File: src/rtl/spi_sclk_prescaler.sv
module spi_sclk_prescaler #(
  parameter int PRE_W  = 4,
  parameter int POST_W = 4
) (
  input  logic              clk,
  input  logic              rst_n,
  input  logic              enable,
  input  logic              xfer_active,
  input  logic              cpol,
  input  logic [PRE_W-1:0]  pre_sel,
  input  logic [POST_W-1:0] post_sel,
  output logic              edge_tick,
  output logic              sclk
);
  localparam int QW = (1 << POST_W) - 1;

  logic [PRE_W-1:0]  pre_q, pcnt, phalf;
  logic [POST_W-1:0] post_q;
  logic [QW-1:0]     qcnt, qmax, qhalf;
  logic [PRE_W:0]    pre_len;
  logic running, cfg_chg, bypass, pre_wrap, lead, trail, first_half;

  assign running  = enable & xfer_active;
  assign cfg_chg  = (pre_sel != pre_q) || (post_sel != post_q);
  assign bypass   = (pre_q == '0) && (post_q == '0);
  assign pre_wrap = (pcnt == pre_q);

  assign pre_len  = {1'b0, pre_q} + {{PRE_W{1'b0}}, 1'b1};
  assign phalf    = pre_len[PRE_W:1];
  assign qmax     = (QW'(1) << post_q) - QW'(1);
  assign qhalf    = (post_q == '0) ? '0 : (QW'(1) << (post_q - POST_W'(1)));

  assign lead       = (pcnt == '0) && (qcnt == '0);
  assign trail      = (post_q == '0) ? (pcnt == phalf) : ((qcnt == qhalf) && (pcnt == '0));
  assign first_half = (post_q == '0) ? (pcnt < phalf) : (qcnt < qhalf);

  assign edge_tick = running & (bypass | lead | trail);
  assign sclk      = running ? (cpol ^ (bypass ? clk : first_half)) : cpol;

  always_ff @(posedge clk or negedge rst_n) begin
    if (!rst_n) begin
      pre_q  <= '0;
      post_q <= '0;
      pcnt   <= '0;
      qcnt   <= '0;
    end else begin
      pre_q  <= pre_sel;
      post_q <= post_sel;
      if (!running || cfg_chg) begin
        pcnt <= '0;
        qcnt <= '0;
      end else if (pre_wrap) begin
        pcnt <= '0;
        qcnt <= (qcnt == qmax) ? '0 : qcnt + QW'(1);
      end else begin
        pcnt <= pcnt + PRE_W'(1);
      end
    end
  end
endmodule

File: config.mk
export PLATFORM = sky130hd
export DESIGN_NAME = spi_sclk_prescaler
export DESIGN_NICKNAME = d
export VERILOG_FILES = /design/src/rtl/spi_sclk_prescaler.sv
export SDC_FILE = /design/constraint.sdc
export NUM_CORES = 1
export LEC_CHECK = 0
export BUFFER_PORTS_ARGS = -buffer_cell sky130_fd_sc_hd__buf_2
export CORE_MARGIN = 2
export CORE_UTILIZATION = 60
export CTS_CLUSTER_DIAMETER = 30
export DETAILED_ROUTE_END_ITERATION = 10
export GPL_ROUTABILITY_DRIVEN = 0
export PLACE_DENSITY = 0.79
export SYNTH_ARGS = -nofsm -noshare
export SYNTH_HDL_FRONTEND = slang
export SYNTH_SLANG_ARGS = --single-unit
File: constraint.sdc
create_clock -name clk -period 4.1 [get_ports clk]
set_input_delay 0.41 -clock clk [delete_from_list [all_inputs] [get_ports clk]]
set_output_delay 0.41 -clock clk [all_outputs]
set_load 0.02 [all_outputs]
==> results.sh <==
export IMPL_drv_cap=0
export IMPL_finalClockSkew_ns=0.00906
export IMPL_gr_usage_met3=0.0779
export IMPL_syn_area_per_cell_um2=8.23
export IMPL_worst_pin_slew_ns=0.704
export IMPL_synth_edf_count=0
export IMPL_coreArea_mm2=0.00403
export IMPL_die_x_um=69.0
export IMPL_synth_seq_cells=27
export IMPL_worstPathCellList="clkbuf_8 > clkbuf_8 > clkbuf_8 > clkbuf_8 > o311ai_4 > clkbuf_8 > nor3_1 > a221oi_1 > o211ai_1 > buf_4"
export IMPL_slew_violations=0
export IMPL_overflow=0
export IMPL_num_vias=2382
export IMPL_start_util=0.629
export IMPL_drt_total_wl_um=6600
export IMPL_hold_violations=0
export IMPL_ys_seq_area_frac=0.267
export IMPL_antenna_found_initial=0
export IMPL_syn_cell_area_mm2=0.00253
export IMPL_grt_use_met1=0.396
export IMPL_crit_top_cell="clkbuf_8"
export IMPL_fill_cells=329
export IMPL_busiest_layer="met2"
export IMPL_hold_slack_ns=0.0281
export IMPL_drtAntennaViolNets=0
export IMPL_cp_slowest_cell="o311ai_4"
export IMPL_crit_required_ns=3.69
export IMPL_synth_ff_type="dfrtp_1"
export IMPL_synthTopCellsByArea="dfrtp_1 (27%), ha_1 (13%), xnor2_1 (5.2%), a21o_1 (4.1%), nand2_1 (3.9%)"
export IMPL_peakVddDrop_v=0.000161
export IMPL_crit_fanout=3
export IMPL_min_path_type="input port to async pin"
export IMPL_grt_max_degree=28
export IMPL_ys_warn_count=0
export IMPL_p_per_area_mw_per_mm2=245
export IMPL_slowest_delay_ns=0.29
export IMPL_drive_gt1_frac=0.137
export IMPL_layout_cells_non_filler=372
export IMPL_area_growth_syn_to_layout_pct=10.4
export IMPL_critPathArrivalTime_ns=3.60
export IMPL_fin_tns_setup_ns=0
export IMPL_status="complete, no violations"
export IMPL_synth_cells=308
export IMPL_cts_hold_buffers=0
export IMPL_setup_violations=0
export IMPL_clkTransAtPathRegs_ns=0.10
export IMPL_rows=23
export IMPL_die_h_um=69.0
export IMPL_dieArea_mm2=0.00476
export IMPL_grt_pass1_vias=2239
export IMPL_layout_common_cells="dfrtp_1 (27), nand2_1 (26), ha_1 (26), nor2_1 (19), inv_1 (18)"
export IMPL_end_kind="output port"
export IMPL_synthDistinctLibCells=51
export IMPL_yosys_area_top_type_share=0.267
export IMPL_utilization=0.694
export IMPL_wl_per_cell_um=17.7
export IMPL_rsz0062_at_grt="false"
export IMPL_vias_per_cell=6.40
export IMPL_ios=15
export IMPL_place_inst=359
export IMPL_leakage_nw=1.30
export IMPL_crit_path_start_kind="clock port"
export IMPL_track_usage=0.304
export IMPL_drt_iter0_markers=195
export IMPL_portBuffers=14
export IMPL_antenna_cells=0
export IMPL_hpwlAfterDp_um=4380
export IMPL_layout_commonest_cell="dfrtp_1"
export IMPL_route_detailed_drc=0
export IMPL_path_class="clock port to output port"
export IMPL_cts_tree="yes"
export IMPL_layout_nets=361
export IMPL_synth_nets=347
export IMPL_relSlewSlack=0.531
export IMPL_async_flop_share=1.00
export IMPL_grt_pass1_wl_um=10400
export IMPL_dr_pass1_iters=5
export IMPL_yosysTopAreaCell="dfrtp_1"
export IMPL_met2_usage=0.466
export IMPL_clock_latency_ns=0.39
## path summary, 6_finish.rpt
path                                     startpoint              endpoint  slack (ns)  cells past startpoint
worst min-delay path                          rst_n   qcnt[2]$_DFFE_PN0P_        0.03                      1
worst min register to register    pcnt[0]$_DFF_PN0_     pcnt[0]$_DFF_PN0_        0.57                      1
worst max register to register  post_q[3]$_DFF_PN0_   qcnt[6]$_DFFE_PN0P_        0.67                     12
min in group clk                        post_sel[2]   post_q[2]$_DFF_PN0_        0.14                      1
max in group asynchronous                     rst_n  qcnt[13]$_DFFE_PN0P_        3.66                      1
worst max-delay path                            clk                  sclk        0.09                     10
## cell type report
type,instances,area (um^2),area share
timing repair buffer,21,125,0.0447
multi-input combinational,242,1700,0.609
sequential,27,676,0.242
inverter,18,67.6,0.0242
clock inverter,1,5.00,0.00179
clock buffer,13,156,0.0559
tap,50,62.6,0.0224
## synth_stat cells, types with 9 or more instances
cell	n
nand2_1	26
xnor2_1	15
nand3_1	17
inv_1	18
clkbuf_1	9
nor2_1	19
a21o_1	14
ha_1	26
o21ai_0	15
xor2_1	11
dfrtp_1	27
## critical path: cells and delay by family
kind | cells | cell delay (ns)
and+or+nand+nor | 1 | 0.04
AOI/OAI and AO/OA | 3 | 0.66
buffers and inverters | 6 | 0.85
## registers in the layout, indices dropped and copies added, names as in the netlist
| register | cells |
|---|---|
| pre_q | 4 |
| qcnt | 15 |
| pcnt | 4 |
| post_q | 4 |
## report_power, final
group          switching, mW  internal [mW]  total [mW]
clock                  0.124          0.179       0.303
combinational         0.0612         0.0435       0.105
sequential           0.00747          0.270       0.278
## routing by layer
layer	wire length, um	part of all wire	vias to the layer above
met4	172	0.026	0
li1	-	-	1142
met5	0	0	-
met2	3130	0.47	126
met3	470	0.071	23
met1	2830	0.43	1091
## metrics by stage
stage	power, mW	setup slack (ns)	area (um^2)
after floorplan	0.355	0.584	2530
after global placement	0.384	0.625	2620
after detailed placement	0.387	0.567	2620
after CTS	0.688	0.0708	2810
after global routing	0.719	0.0146	2800
final	0.685	0.0949	2800
## cells by family after synthesis
group           count (synthesis)  synth area share
compound gates                 71             0.194
xor+xnor                       26            0.0899
fa+ha+maj                      26             0.128
buf+inv                        39            0.0696
flops                          27             0.267
mux                             3            0.0128
simple gates                  116             0.239
## repair_timing
item                       in CTS  in global routing
pin swaps                       2                  2
buffers inserted                1                  0
setup endpoints to repair       1                  3
gates resized for setup         3                  2
(Power assumes the default switching activity.)
